<file path="src/rtl/xdesc_pkg.sv">
package xdesc_pkg;
  typedef logic [63:0] qword_t;

  // Packed so that the host word is the lowest 64 bits.
  typedef struct packed {
    qword_t spare;
    qword_t ctl;
    qword_t pitch;
    qword_t host;
  } desc_t;

  localparam int unsigned QW_PER_DESC  = 4;
  localparam int unsigned QW_IDX_W     = $clog2(QW_PER_DESC);

  localparam int unsigned CTL_WIDE_BIT = 40;
  localparam int unsigned CTL_IRQ_BIT  = 37;
  localparam int unsigned CTL_UP_BIT   = 32;
  localparam int unsigned CTL_CNT_LSB  = 16;
  localparam int unsigned CTL_CNT_W    = 12;
  localparam int unsigned CTL_SIZE_W   = 15;

  localparam int unsigned PT_LOCAL_LSB = 48;
  localparam int unsigned PT_HOST_LSB  = 32;
  localparam int unsigned PT_W         = 15;
  localparam int unsigned PT_ADDR_W    = 31;

  function automatic qword_t make_pitch(input logic [PT_W-1:0] step,
                                        input logic [PT_ADDR_W-1:0] laddr);
    qword_t w;
    w = '0;
    w[PT_LOCAL_LSB +: PT_W] = step;
    w[PT_HOST_LSB +: PT_W]  = step;
    w[PT_ADDR_W-1:0]        = laddr;
    return w;
  endfunction

  function automatic qword_t make_ctl(input logic wide, input logic irq,
                                      input logic up,
                                      input logic [CTL_CNT_W-1:0] cnt,
                                      input logic [CTL_SIZE_W-1:0] size);
    qword_t w;
    w = '0;
    w[CTL_WIDE_BIT]               = wide;
    w[CTL_IRQ_BIT]                = irq;
    w[CTL_UP_BIT]                 = up;
    w[CTL_CNT_LSB +: CTL_CNT_W]   = cnt;
    w[CTL_SIZE_W-1:0]             = size;
    return w;
  endfunction
endpackage

</file>
<file path="src/rtl/xdesc_calc.sv">
// Combinational split of one request into a head and an optional tail descriptor.
module xdesc_calc
  import xdesc_pkg::*;
#(
  parameter logic [31:0] LINE_BYTES = 32'h7000,
  parameter logic [31:0] SINGLE_MAX = 32'h7FFF
) (
  input  logic [63:0] host_addr,
  input  logic [31:0] local_addr,
  input  logic [31:0] len,
  input  logic        upstream,
  output desc_t       head_desc,
  output desc_t       tail_desc,
  output logic        has_tail
);
  logic        long_xfer;
  logic        wide;
  logic [31:0] n_lines;
  logic [31:0] span;
  logic [31:0] rest;
  logic [31:0] tail_local;
  logic [63:0] end_addr;

  always_comb begin
    long_xfer  = len > SINGLE_MAX;
    n_lines    = len / LINE_BYTES;
    span       = n_lines * LINE_BYTES;
    rest       = len - span;
    has_tail   = long_xfer && (rest != '0);
    end_addr   = host_addr + {32'h0, len};
    wide       = end_addr > 64'hFFFF_FFFF;
    tail_local = local_addr + span;

    head_desc.host  = host_addr;
    head_desc.spare = '0;
    head_desc.pitch = make_pitch(long_xfer ? LINE_BYTES[PT_W-1:0] : PT_W'(1),
                                 local_addr[PT_ADDR_W-1:0]);
    head_desc.ctl   = make_ctl(wide, !has_tail, upstream,
                               long_xfer ? n_lines[CTL_CNT_W-1:0] : CTL_CNT_W'(1),
                               long_xfer ? LINE_BYTES[CTL_SIZE_W-1:0] : len[CTL_SIZE_W-1:0]);

    tail_desc.host  = host_addr + {32'h0, span};
    tail_desc.spare = '0;
    tail_desc.pitch = make_pitch(PT_W'(1), tail_local[PT_ADDR_W-1:0]);
    tail_desc.ctl   = make_ctl(wide, 1'b1, upstream, CTL_CNT_W'(1),
                               rest[CTL_SIZE_W-1:0]);
  end
endmodule

</file>
<file path="src/rtl/xdesc_slot_ring.sv">
// Queue head index with wrap; the wrap logic depends on whether SLOTS is a power of two.
module xdesc_slot_ring #(
  parameter  int unsigned SLOTS  = 128,
  localparam int unsigned SLOT_W = $clog2(SLOTS)
) (
  input  logic              clk,
  input  logic              rst_n,
  input  logic              commit,
  input  logic              two,
  output logic [SLOT_W-1:0] head,
  output logic [SLOT_W-1:0] head_nx1
);
  logic [SLOT_W-1:0] head_nx2;

  if ((SLOTS & (SLOTS - 1)) == 0) begin : g_pow2
    assign head_nx1 = head + SLOT_W'(1);
    assign head_nx2 = head + SLOT_W'(2);
  end else begin : g_mod
    assign head_nx1 = (head == SLOT_W'(SLOTS - 1)) ? '0 : head + SLOT_W'(1);
    assign head_nx2 = (head >= SLOT_W'(SLOTS - 2)) ? head - SLOT_W'(SLOTS - 2)
                                                    : head + SLOT_W'(2);
  end

  always_ff @(posedge clk) begin
    if (!rst_n)      head <= '0;
    else if (commit) head <= two ? head_nx2 : head_nx1;
  end
endmodule

</file>
<file path="src/rtl/xdesc_writer.sv">
// Streams held descriptors to the queue memory, one 64-bit word per handshake.
module xdesc_writer
  import xdesc_pkg::*;
#(
  parameter  int unsigned SLOT_W = 7,
  localparam int unsigned AW     = SLOT_W + QW_IDX_W
) (
  input  logic              clk,
  input  logic              rst_n,
  input  logic              load,
  input  desc_t             desc_a,
  input  desc_t             desc_b,
  input  logic              two,
  input  logic [SLOT_W-1:0] slot_a,
  input  logic [SLOT_W-1:0] slot_b,
  input  logic              mem_ready,
  output logic              mem_valid,
  output logic [AW-1:0]     mem_addr,
  output logic [63:0]       mem_wdata,
  output logic              idle,
  output logic              last_hs
);
  logic [QW_PER_DESC*64-1:0] held   [2];
  logic [SLOT_W-1:0]         slot_q [2];
  qword_t                    lane   [2][QW_PER_DESC];
  logic                      two_q;
  logic                      active;
  logic                      sel;
  logic [QW_IDX_W-1:0]       widx;
  logic                      hs;
  logic                      last_word;

  for (genvar d = 0; d < 2; d++) begin : g_desc
    for (genvar w = 0; w < QW_PER_DESC; w++) begin : g_word
      assign lane[d][w] = held[d][w*64 +: 64];
    end
  end

  assign mem_valid = active;
  assign mem_addr  = {slot_q[sel], widx};
  assign mem_wdata = lane[sel][widx];
  assign idle      = !active;
  assign hs        = active && mem_ready;
  assign last_word = widx == QW_IDX_W'(QW_PER_DESC - 1);
  assign last_hs   = hs && last_word && (sel || !two_q);

  // Datapath capture, no reset needed.
  always_ff @(posedge clk) begin
    if (load) begin
      held[0]   <= desc_a;
      held[1]   <= desc_b;
      slot_q[0] <= slot_a;
      slot_q[1] <= slot_b;
      two_q     <= two;
    end
  end

  always_ff @(posedge clk) begin
    if (!rst_n) begin
      active <= 1'b0;
      sel    <= 1'b0;
      widx   <= '0;
    end else if (load) begin
      active <= 1'b1;
      sel    <= 1'b0;
      widx   <= '0;
    end else if (hs) begin
      if (last_word) begin
        widx <= '0;
        if (last_hs) active <= 1'b0;
        else         sel    <= 1'b1;
      end else begin
        widx <= widx + QW_IDX_W'(1);
      end
    end
  end
endmodule

</file>
<file path="src/rtl/xfer_desc_builder.sv">
module xfer_desc_builder
  import xdesc_pkg::*;
#(
  parameter  int unsigned SLOTS      = 128,
  parameter  logic [31:0] LINE_BYTES = 32'h7000,
  parameter  logic [31:0] SINGLE_MAX = 32'h7FFF,
  parameter  int unsigned PTR_UNIT   = 2,
  localparam int unsigned SLOT_W     = $clog2(SLOTS),
  localparam int unsigned MEM_AW     = SLOT_W + QW_IDX_W,
  localparam int unsigned PTR_W      = $clog2(SLOTS * PTR_UNIT)
) (
  input  logic              clk,
  input  logic              rst_n,
  input  logic              req_valid,
  output logic              req_ready,
  input  logic [63:0]       req_host_addr,
  input  logic [31:0]       req_local_addr,
  input  logic [31:0]       req_len,
  input  logic              req_upstream,
  output logic              mem_valid,
  input  logic              mem_ready,
  output logic [MEM_AW-1:0] mem_addr,
  output logic [63:0]       mem_wdata,
  output logic              start,
  output logic [PTR_W-1:0]  wptr,
  output logic              busy,
  input  logic              done
);
  desc_t             head_desc;
  desc_t             tail_desc;
  logic              has_tail;
  logic              wr_idle;
  logic              wr_last;
  logic              accept;
  logic              two_q;
  logic [SLOT_W-1:0] head;
  logic [SLOT_W-1:0] head_nx1;

  assign req_ready = wr_idle && !busy;
  assign accept    = req_valid && req_ready;

  xdesc_calc #(
    .LINE_BYTES(LINE_BYTES),
    .SINGLE_MAX(SINGLE_MAX)
  ) u_calc (
    .host_addr (req_host_addr),
    .local_addr(req_local_addr),
    .len       (req_len),
    .upstream  (req_upstream),
    .head_desc (head_desc),
    .tail_desc (tail_desc),
    .has_tail  (has_tail)
  );

  xdesc_writer #(
    .SLOT_W(SLOT_W)
  ) u_writer (
    .clk      (clk),
    .rst_n    (rst_n),
    .load     (accept),
    .desc_a   (head_desc),
    .desc_b   (tail_desc),
    .two      (has_tail),
    .slot_a   (head),
    .slot_b   (head_nx1),
    .mem_ready(mem_ready),
    .mem_valid(mem_valid),
    .mem_addr (mem_addr),
    .mem_wdata(mem_wdata),
    .idle     (wr_idle),
    .last_hs  (wr_last)
  );

  xdesc_slot_ring #(
    .SLOTS(SLOTS)
  ) u_ring (
    .clk     (clk),
    .rst_n   (rst_n),
    .commit  (wr_last),
    .two     (two_q),
    .head    (head),
    .head_nx1(head_nx1)
  );

  // Head index only moves at commit, so the pointer follows it directly.
  assign wptr = PTR_W'(head) * PTR_W'(PTR_UNIT);

  always_ff @(posedge clk) begin
    if (accept) two_q <= has_tail;
  end

  always_ff @(posedge clk) begin
    if (!rst_n) begin
      busy  <= 1'b0;
      start <= 1'b0;
    end else begin
      start <= wr_last;
      if (accept)    busy <= 1'b1;
      else if (done) busy <= 1'b0;
    end
  end
endmodule

</file>
<file path="config.mk">
export PLATFORM = sky130hd
export DESIGN_NAME = xfer_desc_builder
export DESIGN_NICKNAME = d
export VERILOG_FILES = /design/src/rtl/xdesc_pkg.sv /design/src/rtl/xdesc_calc.sv /design/src/rtl/xdesc_slot_ring.sv /design/src/rtl/xdesc_writer.sv /design/src/rtl/xfer_desc_builder.sv
export SDC_FILE = /design/constraint.sdc
export NUM_CORES = 1
export LEC_CHECK = 0
export ABC_CLOCK_PERIOD_IN_PS = 14500
export BUFFER_PORTS_ARGS = -buffer_cell sky130_fd_sc_hd__buf_4
export CAP_MARGIN = 5
export CORE_MARGIN = 2
export CORE_UTILIZATION = 53
export CTS_CLUSTER_SIZE = 40
export DETAILED_ROUTE_END_ITERATION = 10
export PLACE_DENSITY = 0.8
export SLEW_MARGIN = 20
export SYNTH_ARGS = -nofsm -noshare
export SYNTH_HDL_FRONTEND = slang
export SYNTH_HIERARCHICAL = 1
export SYNTH_SLANG_ARGS = --single-unit
</file>
<file path="constraint.sdc">
create_clock -name clk -period 14.5 [get_ports clk]
set_clock_uncertainty 0.1 [all_clocks]
set_input_delay 2.175 -clock clk [delete_from_list [all_inputs] [get_ports clk]]
set_output_delay 2.175 -clock clk [all_outputs]
set_load 0.005 [all_outputs]
</file>
## Word-level counts from Yosys, hierarchy flattened

Memories as Yosys holds them, arrays and structs flattened. A register that Yosys moved wholly into a read port is not among the register bits.
Index checks and enable logic that the tools add are counted.

- Register bits: 14
- Bits in writable memories: 324
- Bits of input ports: 134
- Output and inout bits: 85
- Logic and storage cells: 67
- Memories: 2

- Add/sub/neg operators: 7
- Multiply operators: 1
- Div/mod/pow operators: 1
- Order comparisons: 4
- Equal/unequal tests: 1
- Muxes and demuxes: 21
- Bitwise logic cells: 4
- Reduce and logical (&&, ||, !) cells: 19

Memories:

| name | words | width | read ports | clocked after Yosys merged registers in | wr ports | RTL line | RTL |
|---|---|---|---|---|---|---|---|
| u_writer.held | 2 | 155 | 2 | 0 | 2 | xdesc_writer.sv:23 | `logic [QW_PER_DESC*64-1:0] held [2];` |
| u_writer.slot_q | 2 | 7 | 1 | 1 | 2 | xdesc_writer.sv:24 | `logic [SLOT_W-1:0] slot_q [2];` |

Operators with widths:

| cell | number |
|---|---|
| two-way mux 256 bit | 3 |
| adder 64 x 32 -> 64 bit | 2 |
| binary-select mux 64 bit (select 2 bit) | 1 |
| two-way mux 64 bit | 2 |
| > comparator 64 x 32 -> 1 bit (second input constant) | 1 |
| divider 32 x 15 -> 32 bit (second input constant) | 1 |
| > comparator 32 x 15 -> 1 bit (second input constant) | 1 |
| multiplier 32 x 3 -> 20 bit (second input constant) | 1 |
| nonzero test 32 bit | 1 |
| subtractor 32 bit | 1 |
| adder 31 bit | 1 |
| two-way mux 15 bit | 2 |
| two-way mux 12 bit | 1 |
| two-way mux 1 bit | 10 |
| nonzero test 2 bit | 4 |
| adder 7 x 1 -> 7 bit (second input constant) | 1 |
| adder 7 x 2 -> 7 bit (second input constant) | 1 |
| two-way mux 7 bit | 1 |
| logical AND 1 bit | 6 |
| AND reduction 3 bit | 2 |
| logical NOT 1 bit | 4 |
| >= comparator 3 bit (second input constant) | 1 |
| NOT 2 -> 3 bit | 1 |
| adder 2 x 1 -> 2 bit (second input constant) | 1 |
| 7 further kinds | 8 |

## Depth between registers and ports, before layout

Gate-level depths: netlist of run 1.

- Depth in word-level cells: 7
- Depth in mapped cells: 54
- Mapped depth without buffers: 50

## Modules after synthesis

Netlist of run 1, hierarchy kept.

By module, submodules not included:

| module | times used | cells each | area an instance (um2) | sequential area each (um2) |
|---|---|---|---|---|
| xdesc_writer | 1 | 785 | 19951.6 | 15925.3 |
| xdesc_calc | 1 | 1621 | 11902.7 | 0.0 |
| xdesc_slot_ring | 1 | 50 | 412.9 | 140.1 |
| xfer_desc_builder | 1 | 10 | 120.1 | 70.1 |

## Worst setup path before layout of run 1

No wires, ideal clock.

- Path type: input to register
- Start: input req_valid
- End: register u_writer.active (netlist: u_writer/mem_valid)
- Library setup time: 0.127 ns
- Arrival time: 15.123 ns
- Required time: 14.273 ns
- Slack: -0.850 ns
- Stages on the path: 3
- Buffers on the path: 0
- Cell sequence: and2_1 > o21ai_0 > a41oi_1

- Cells in the longest elaborated chain, start to end: 3
- Elaborated cells on any way between the ends: 6
- Those cells by class: 1 x mux; 5 x reduce/logical

Ends and longest elaborated chain:

| item | RTL line | RTL |
|---|---|---|
| from (decl) | xfer_desc_builder.sv:14 | `input logic req_valid,` |
| logical AND 1 bit * | xfer_desc_builder.sv:40 | `assign accept = req_valid && req_ready;` |
| nonzero test 2 bit (no line) | -- |  |
| AND reduction 3 bit (no line) | -- |  |
| to (signal assigned) | xdesc_writer.sv:60 | `active <= 1'b0;` |
| to (signal assigned) | xdesc_writer.sv:64 | `active <= 1'b1;` |
| to (signal assigned) | xdesc_writer.sv:70 | `if (last_hs) active <= 1'b0;` |
| to (decl) | xdesc_writer.sv:27 | `logic active;` |

Mark *: on every way between the ends. The rest lies on a longest branch, timed or not.
A chain may end at the register's enable or synchronous reset.

==> results of run 1 <==
==> layer usage <==
layer	share of wire (%)	GRT usage [%]
met1	42	27.2
met2	51	36.2
met3	5.0	2.68
met4	2.2	5.41
met5	0.020	0
==> metrics by stage <==
stage / setup slack (ns) / util [%] / cells / instance area (um^2) / hold WS [ns]
CTS: 0.605 / 56.7 / 3351 / 34200 / 0.451
global route: -0.000680 / 56.8 / 3353 / 34300 / 0.462
global placement: 0.267 / 54.0 / 3258 / 32600 / 0.413
finish: 0.773 / 56.8 / 3353 / 34300 / 0.449
floorplan: 1.60 / - / 2731 / 33400 / 0.401
detailed placement: 0.0219 / 54.0 / 3258 / 32600 / 0.442
==> worst max-delay path: cells and delay by family <==
kind / cells / cell delay (ns)
multiplexers: 1 / 0.40
XOR/XNOR: 2 / 0.46
AO/OA/AOI/OAI: 24 / 5.92
buffers and inverters: 7 / 1.00
AND/OR/NAND/NOR: 11 / 2.63
adder cells (fa/ha/maj): 4 / 1.31
==> worst max path at each step <==
| stage | startpoint | to | depth (start not counted) |
|---|---|---|---|
| detailed placement | req_len[26] | two_q | 49 |
| global route | req_len[28] | u_writer/two_q | 49 |
| floorplan | req_len[28] | u_writer/held[0][318] | 51 |
| CTS | req_len[26] | u_writer/two_q | 49 |
| global placement | req_len[26] | two_q | 49 |
| finish | req_len[30] | two_q | 49 |
==> cell families after synthesis <==
group / count (synthesis)
AOI/OAI and AO/OA: 433
adders and majority gates: 136
DFF: 542
and+or+nand+nor: 378
xor gates and xnor gates: 116
muxes: 216
buffers and inverters: 642
other: 3
==> where the power goes <==
part / internal (uW) / leakage [uW] / switching [uW] / total [uW]
logic: 2060 / 0.00706 / 2690 / 4760
registers: 2190 / 0.00509 / 44.3 / 2230
clock network: 731 / 0.000780 / 561 / 1290
==> area by class of cell <==
cell class              count  area (um^2)
clock buffers              65         1350
clock inverters            28          255
flip-flops and latches    542        16100
multi-input cells        1547        13100
well taps                 782          978
repair buffers            243         1840
diodes                      2         5.00
inverters                 144          541
fillers                  4716        26100
==> state kept, by name, indices dropped and copies added, names as in the netlist, named ones only <==
signal / cells
two_q: 1
u_writer/sel: 1
u_writer/widx: 2
u_writer/mem_valid: 1
start: 1
u_writer/slot_q: 14
u_writer/held: 512
u_ring/head: 7
u_writer/two_q: 1
busy: 1
==> cells in the final DEF, fill, tap and decap left out, types with 9 or more instances in the layout <==
cell type	synthesis	final
buf_4	419	241
inv_1	141	141
dfxtp_1	14	11
and3_1	19	18
fa_1	22	22
a21oi_1	101	100
clkbuf_1	41	13
clkinv_1	2	12
nor2b_1	15	15
o211ai_1	14	14
mux4_2	128	128
and2_1	31	29
xor2_1	30	30
o21bai_1	43	43
nand2_1	80	80
nor2_1	61	61
nand3_1	34	34
nand2b_1	14	14
clkbuf_16	0	52
o2111ai_1	11	11
a211oi_1	18	17
mux2_2	76	76
o21a_1	15	15
mux2i_1	11	11
edfxtp_1	528	528
nand4_1	18	18
o31ai_1	10	9
o21ai_0	47	47
a21o_1	47	47
nor3_1	25	25
conb_1	3	268
ha_1	111	111
xnor2_1	85	85
==> what timing repair did <==
action                                  4_1_cts  5_1_grt
endpoints found under the setup margin        0       20
setup buffers                                 0        0
resized for setup                             0       10
hold endpoints to repair                      0        0
==> impl_metrics.csv, run 1 <==
group,metric,value,unit
place,place_hpwl,46.7,mm
yosys,synth_area_per_cell,13.1,um^2
sta,fin_tns_setup,0,ns
pwr,p_per_area,242,mW/mm^2
yosys,ys_seq_area_share,49.8,%
sta,tightest_slew,1.06,ns
yosys,ys_top_cells_by_count,"edfxtp_1 (528), buf_4 (419), inv_1 (141)",
worst_setup_path,r2r_start,"u_writer/mem_valid",
sta,max_freq,0.0728,GHz
detailed_routing,wl_per_cell,19.5,um
yosys,yosysMostFrequentCell,"edfxtp_1",
worst_setup_path,r2r_setup_slack,10.07,ns
worst_setup_path,cp.required,14.72,ns
clocking,htreeDepth,2,
yosys,syn_area,0.0324,mm^2
clocking,ctsRootBufferMaster,"clkbuf_16",
sta,fin_crit,13.73,ns
detailed_routing,viasPerCell,5.58,
pwr,totalPowerFinal,8280,uW
clocking,clockBufferDepth,3,
worst_setup_path,arrival,13.95,ns
yosys,synth-seq-cells,542,
yosys,ys_warn_count,6,
worst_setup_path,cp_max_fo,33,
worst_setup_path,crit_slowest_cell,"a2111o_2",
clocking,cts_buffers,52,
clocking,cts_tree,"yes",
clocking,cts.sinks,542,
floorplanning,dieHeight,251,um
worst_hold_path,holdPathEnd,"u_writer/slot_q[0][6]",
sta,setup_viol,0,
place,io_buffers,216,
yosys,synth_top_area_cell,"edfxtp_1",
pwr,cellLeakagePower,0.0129,uW
yosys,synth_top_family_by_area,"buffers and inverters",
floorplanning,pin_count,219,
worst_setup_path,reg2regPathDepth,6,
floorplanning,die_area,0.0631,mm^2
final_layout,nNetsFinal,2797,
detailed_routing,drtAntennaViolNets,0,
worst_setup_path,r2r_end,"u_writer/held[0][355]",
outcome,status,"finished clean",
floorplanning,coreArea,0.0604,mm^2
global_route,grt_pass1_wl,102,mm
flow_run,max_cap_viol_count,0,
clocking,cts.clk_slew.worst_paths,0.06,ns
sta,slew_headroom,29.4,%
worst_setup_path,cp_common_cell,"o21ai_0",
detailed_routing,totalWireLength,65.5,mm
yosys,yosys-top-cells-area,"edfxtp_1 (49%), buf_4 (9.7%), mux4_2 (8.9%)",
yosys,synthSimpleGateAreaFrac,6.51,%
worst_setup_path,cp-end-kind,"flop",
yosys,synthCells,2466,
floorplanning,start_util,53.7,%
detailed_routing,firstDrtPassIters,5,
worst_hold_path,hp-class,"reg -> reg",
global_route,grt_overflow,0,
floorplanning,std_cell_rows,90,
sta,slew_viol_final,0,
global_route,grt_pass1_vias,18900,
yosys,synth_xor_area_share,3.16,%
worst_setup_path,critPathKind,"in -> reg",
yosys,synth_edf_count,528,
yosys,synth_fa_ha_area_share,5.74,%
yosys,synthArstFlopShare,0,%
yosys,yosys-mux-area-fraction,11.9,%
detailed_routing,drc_errors,0,
yosys,synth_top_area_share,49.0,%
yosys,synthDistinctLibCells,121,
worst_setup_path,worst_setup_path_start_kind,"input pin",
sta,finalCritPeriodShare,94.7,%
detailed_routing,vias,18700,
global_route,grt_max_degree,173,
worst_hold_path,whs_path_depth,0,
yosys,synth-compound-area-share,10.0,%
clocking,cts_hold_buf,0,
pwr,peakVddDrop,0.235,mV
worst_setup_path,max_stage_delay,0.53,ns
final_layout,final_layout_size_suffix_gt1_share,23.0,%
floorplanning,die_x,251,um
global_route,grtUsageTotal,20.7,%
clocking,clk_latency,0.57,ns
sta,hold_violations,0,
worst_hold_path,worstHoldStart,"u_ring/head[6]",
final_layout,area_growth,5.76,%
global_route,antenna_found_initial,4,
place,place_congestion,0.915,
detailed_routing,drtIter0Drc,1526,
yosys,ys.flop_type,"edfxtp_1",
Note: power is estimated with default switching activity, not from simulation.
==> inputs of run 2 (changes only) <==
--- a/config.mk
+++ b/config.mk
@@ -8,11 +8,13 @@
 export ABC_CLOCK_PERIOD_IN_PS = 14500
 export BUFFER_PORTS_ARGS = -buffer_cell sky130_fd_sc_hd__buf_4
 export CAP_MARGIN = 5
+export CELL_PAD_IN_SITES_DETAIL_PLACEMENT = 0
+export CELL_PAD_IN_SITES_GLOBAL_PLACEMENT = 2
 export CORE_MARGIN = 2
-export CORE_UTILIZATION = 53
+export CORE_UTILIZATION = 41
 export CTS_CLUSTER_SIZE = 40
 export DETAILED_ROUTE_END_ITERATION = 10
-export PLACE_DENSITY = 0.8
+export PLACE_DENSITY = 0.86
 export SLEW_MARGIN = 20
 export SYNTH_ARGS = -nofsm -noshare
 export SYNTH_HDL_FRONTEND = slang
==> impl_metrics.csv, run 2 (same netlist as run 1, synthesis figures left out) <==
group,metric,value,unit
global_route,grtUsageTotal,16.3,%
pwr,peakVddDrop,0.216,mV
final_layout,top_regs,"u_writer/held: 512 flops, u_writer/slot_q: 14 flops, u_ring/head: 7 flops",
global_route,grt_util_met2,28.6,%
global_route,top_usage_layer,"met2",
sta,finalCritPeriodShare,94.0,%
final_layout,stdcell_count,3624,
worst_hold_path,hp-class,"reg -> reg",
place,place_hpwl,48.7,mm
worst_setup_path,cp.required,14.72,ns
detailed_routing,drtAntennaViolNets,0,
place,place_inst,3524,
sta,tightest_slew,1.02,ns
detailed_routing,totalWireLength,67.3,mm
floorplanning,pin_count,219,
sta,slew_viol_final,0,
final_layout,multi_input_area,0.0131,mm^2
detailed_routing,vias,18400,
final_layout,largest-register,"u_writer/held",
clocking,clockBufferDepth,3,
worst_setup_path,critPathKind,"in -> reg",
sta,setup_viol,0,
worst_setup_path,cp_common_cell,"o21ai_0",
place,io_buffers,216,
global_route,grt_overflow,0,
flow_run,max_cap_viol_count,0,
global_route,antenna_found_initial,0,
clocking,cts_hold_buf,0,
worst_setup_path,worst_setup_path_start_kind,"input pin",
sta,slew_headroom,32.2,%
global_route,grt_use_met1,21.3,%
worst_setup_path,r2r_setup_slack,9.89,ns
clocking,htreeDepth,2,
final_layout,final_layout_size_suffix_gt1_share,23.3,%
sta,fin_crit,13.63,ns
sta,hold_violations,0,
global_route,grt_max_degree,179,
final_layout,fillCellCount,7086,
final_layout,largest_reg_flops,512,
final_layout,layout_commonest_cell,"edfxtp_1",
final_layout,mostFrequentLayoutCells,"edfxtp_1 (528), conb_1 (268), buf_4 (240)",
detailed_routing,drtIter0Drc,1274,
worst_setup_path,crit_slowest_cell,"o311ai_2",
floorplanning,coreArea,0.0786,mm^2
clocking,cts.sinks,542,
detailed_routing,viasPerCell,5.08,
detailed_routing,firstDrtPassIters,5,
global_route,met3_usage,2.56,%
detailed_routing,drc_errors,0,
clocking,cts_buffers,54,
floorplanning,std_cell_rows,103,
clocking,clk_latency,0.58,ns
final_layout,ff_latch_area,0.0161,mm^2
floorplanning,dieHeight,285,um
final_layout,nNetsFinal,2797,
clocking,ctsRootBufferMaster,"clkbuf_16",
floorplanning,start_util,41.2,%
final_layout,area_growth,6.99,%
detailed_routing,wl_per_cell,18.6,um
floorplanning,die_x,285,um
place,place_congestion,0.887,
outcome,status,"finished clean",
global_route,grt_pass1_vias,18700,
sta,whs,0.445,ns
global_route,grt_pass1_wl,104,mm
worst_setup_path,cp_max_fo,33,
pwr,p_per_area,238,mW/mm^2
sta,max_freq,0.0734,GHz
clocking,cts.clk_slew.worst_paths,0.06,ns
clocking,cts_tree,"yes",
sta,rsz0062_at_grt,"false",
worst_setup_path,arrival,13.85,ns
worst_setup_path,max_stage_delay,0.52,ns
sta,fin_tns_setup,0,ns
worst_setup_path,cp-end-kind,"flop",
floorplanning,die_area,0.0813,mm^2
pwr,cellLeakagePower,0.0130,uW
## run 2: changes by cell type in the layout (fill, tap and decap cells not counted), sizes merged
cell	before	now
bufinv	4	3
buf	243	241
clkbuf	65	59
clkinv	22	29
clkinvlp	2	5
diode	2	1
inv	144	147
## run 2: power by group
part / internal [uW] / total [uW] / switching [uW]
sequential: 2190 / 2230 / 41.6
combinational: 2050 / 4670 / 2620
clock: 755 / 1340 / 590
## run 2: final timing paths
check,cells after the start,to,startpoint
worst max-delay path,48,u_writer/two_q,req_len[30]
worst min-delay path,2,u_ring/head[6],u_ring/head[6]
worst max register to register,6,u_writer/held[0][484],u_writer/mem_valid
worst min register to register,2,u_ring/head[6],u_ring/head[6]
## run 2: repair_timing
item | 4_1_cts | 5_1_grt
buffers inserted | 0 | 0
setup endpoints to repair | 0 | 2
gates resized for setup | 0 | 1
## run 2: critical path: cells and delay by family
family	cells	cell delay, ns
buffers and inverters	5	0.69
AOI/OAI and AO/OA	26	6.20
xor gates and xnor gates	2	0.48
adders and majority gates	4	1.31
and+or+nand+nor	11	2.95
## run 2: layout make-up
class	count	area share [%]
antenna	1	0.00722
multi-input combinational	1547	37.8
tap	1050	3.79
timing repair buffer	241	5.26
inverter	144	1.56
sequential	542	46.6
clock inverter	40	0.921
clock buffer	59	4.04
## run 2: routing by layer
metal  up-vias  routed length, um
met4         0               1250
met3        88               3290
met2       415              33900
li1       8728                  -
met1      9162              28800
met5         -                  0
## run 2: stage by stage
| stage | power (uW) | utilization [%] | area, um^2 | worst slack [ns] |
|---|---|---|---|---|
| floorplan | 6030 | - | 33400 | 1.60 |
| global placement | 6790 | 41.9 | 32900 | 0.350 |
| detailed placement | 6920 | 41.9 | 32900 | 0.281 |
| CTS | 8300 | 44.1 | 34600 | 0.864 |
| global route | 8910 | 44.1 | 34600 | 0.00370 |
| finish | 8250 | 44.1 | 34700 | 0.874 |
==> inputs of run 3 (changes only) <==
--- a/config.mk
+++ b/config.mk
@@ -5,7 +5,7 @@
 export SDC_FILE = /design/constraint.sdc
 export NUM_CORES = 1
 export LEC_CHECK = 0
-export ABC_CLOCK_PERIOD_IN_PS = 14500
+export ABC_CLOCK_PERIOD_IN_PS = 11300
 export BUFFER_PORTS_ARGS = -buffer_cell sky130_fd_sc_hd__buf_4
 export CAP_MARGIN = 5
 export CELL_PAD_IN_SITES_DETAIL_PLACEMENT = 0
==> constraint.sdc (replaced) <==
create_clock -name clk -period 11.3 [get_ports clk]
set_clock_uncertainty 0.1 [all_clocks]
set_input_delay 1.695 -clock clk [delete_from_list [all_inputs] [get_ports clk]]
set_output_delay 1.695 -clock clk [all_outputs]
set_load 0.005 [all_outputs]
==> impl_metrics.csv, run 3 (same netlist as run 1, synthesis figures left out) <==
group,metric,value,unit
global_route,grt_pass1_vias,20700,
sta,rsz0062_at_grt,"true",
worst_setup_path,arrival,12.17,ns
worst_setup_path,max_stage_delay,0.49,ns
sta,tightest_slew,1.06,ns
final_layout,final_layout_size_suffix_gt1_share,38.7,%
place,io_buffers,216,
worst_setup_path,cp_common_cell,"o21bai_1",
clocking,clk_latency,0.58,ns
global_route,antenna_found_initial,2,
detailed_routing,totalWireLength,72.2,mm
final_layout,largest_reg_flops,512,
final_layout,mostFrequentLayoutCells,"buf_4 (574), edfxtp_1 (528), conb_1 (268)",
detailed_routing,vias,19800,
final_layout,ff_latch_area,0.0161,mm^2
floorplanning,std_cell_rows,103,
floorplanning,dieHeight,285,um
clocking,htreeDepth,2,
global_route,grt_overflow,0,
outcome,violations,"setup timing",
clocking,cts_tree,"yes",
global_route,grtUsageTotal,17.5,%
sta,fin_crit,11.93,ns
final_layout,top_regs,"u_writer/held: 512 flops, u_writer/slot_q: 14 flops, u_ring/head: 7 flops",
floorplanning,die_x,285,um
sta,hold_violations,0,
final_layout,final_core_util,49.7,%
clocking,cts.sinks,542,
floorplanning,coreArea,0.0786,mm^2
global_route,grt_pass1_wl,112,mm
detailed_routing,firstDrtPassIters,7,
final_layout,fillCellCount,6839,
worst_setup_path,r2r_setup_slack,7.67,ns
clocking,ctsRootBufferMaster,"clkbuf_16",
clocking,cts_buffers,53,
clocking,cts.clk_slew.worst_paths,0.06,ns
sta,postLayoutSetupSlackWorst,-0.634,ns
worst_setup_path,worst_setup_path_start_kind,"input pin",
clocking,cts_hold_buf,0,
worst_setup_path,crit_slowest_cell,"or4_1",
worst_setup_path,cp_top_family,"compound AO/OA/AOI/OAI gates",
floorplanning,die_area,0.0813,mm^2
detailed_routing,wl_per_cell,18.0,um
detailed_routing,drtAntennaViolNets,0,
worst_setup_path,cp-end-kind,"flop",
worst_setup_path,critPathKind,"in -> reg",
worst_setup_path,cp.required,11.53,ns
detailed_routing,drtIter0Drc,1154,
floorplanning,pin_count,219,
final_layout,layout_commonest_cell,"buf_4",
sta,max_freq,0.0838,GHz
detailed_routing,viasPerCell,4.95,
worst_hold_path,hp-class,"reg -> reg",
final_layout,multi_input_area,0.0143,mm^2
global_route,grt_max_degree,95,
floorplanning,start_util,41.2,%
worst_setup_path,cp_max_fo,8,
sta,slew_viol_final,0,
final_layout,area_growth,20.6,%
sta,slew_headroom,29.0,%
final_layout,nNetsFinal,3177,
sta,setup_viol,37,
clocking,clockBufferDepth,3,
place,place_hpwl,52.0,mm
flow_run,max_cap_viol_count,0,
sta,finalCritPeriodShare,106,%
outcome,status,"finished, violations left",
final_layout,largest-register,"u_writer/held",
place,place_congestion,0.865,
worst_setup_path,critPathBufInv,9,
detailed_routing,drc_errors,0,
## run 3: stage by stage
step | hold WS [ns] | worst slack (ns) | area (um^2) | cells | setup TNS [ns]
global placement | 0.439 | -1.48 | 35500 | 3823 | -52.15
floorplan | 0.401 | -0.346 | 33700 | 2731 | -5.43
CTS | 0.459 | -0.480 | 38500 | 3974 | -12.52
finish | 0.447 | -0.634 | 39100 | 4000 | -17.53
detailed placement | 0.454 | -1.54 | 35500 | 3823 | -55.83
global route | 0.468 | -1.14 | 39100 | 4000 | -35.91
## run 3: worst register-to-register path, stage by stage, from the launching register on
cell and delay [ns]:
dfxtp_1 0.40, inv_1 0.09, nor2b_2 0.18, and2_4 0.73, buf_4 0.77, buf_4 0.93
## run 3: routing by layer
metal | global-route usage [%] | wire, um | vias to the layer above | share of wire, %
met5 | 0 | 0 | - | 0
met4 | 4.45 | 1550 | 0 | 2.2
met3 | 2.22 | 2850 | 97 | 3.9
met2 | 30.8 | 36600 | 371 | 51
met1 | 22.9 | 31100 | 9861 | 43
li1 | - | - | 9474 | -
## run 3: repair_timing
item | CTS | global route
buffers inserted | 57 | 27
hold endpoints to repair | 0 | 0
pin swaps | 79 | 43
cloned | 4 | 1
setup endpoints to repair | 43 | 45
resized for setup | 159 | 76
## run 3: cell type report
| class | count | area share [%] |
|---|---|---|
| Antenna cell | 2 | 0.0128 |
| Clock buffer | 63 | 3.55 |
| Clock inverter | 30 | 0.846 |
| Inverter | 144 | 1.39 |
| Multi-Input combinational cell | 1547 | 36.6 |
| Sequential cell | 542 | 41.3 |
| Tap cell | 1050 | 3.36 |
| Timing Repair Buffer | 622 | 12.9 |
## run 3: worst paths after layout
check / start / end / cells past startpoint
max: req_len[28] / u_writer/held[0][318] / 53
min: u_ring/head[6] / u_writer/slot_q[0][6] / 0
max reg2reg: u_writer/mem_valid / u_writer/held[0][227] / 5
min reg2reg: u_ring/head[6] / u_writer/slot_q[0][6] / 0
Power of run 3 is left out: the tool's default activity adds up to more than one toggle a clock period on the data nets, which glitch-free logic cannot reach.
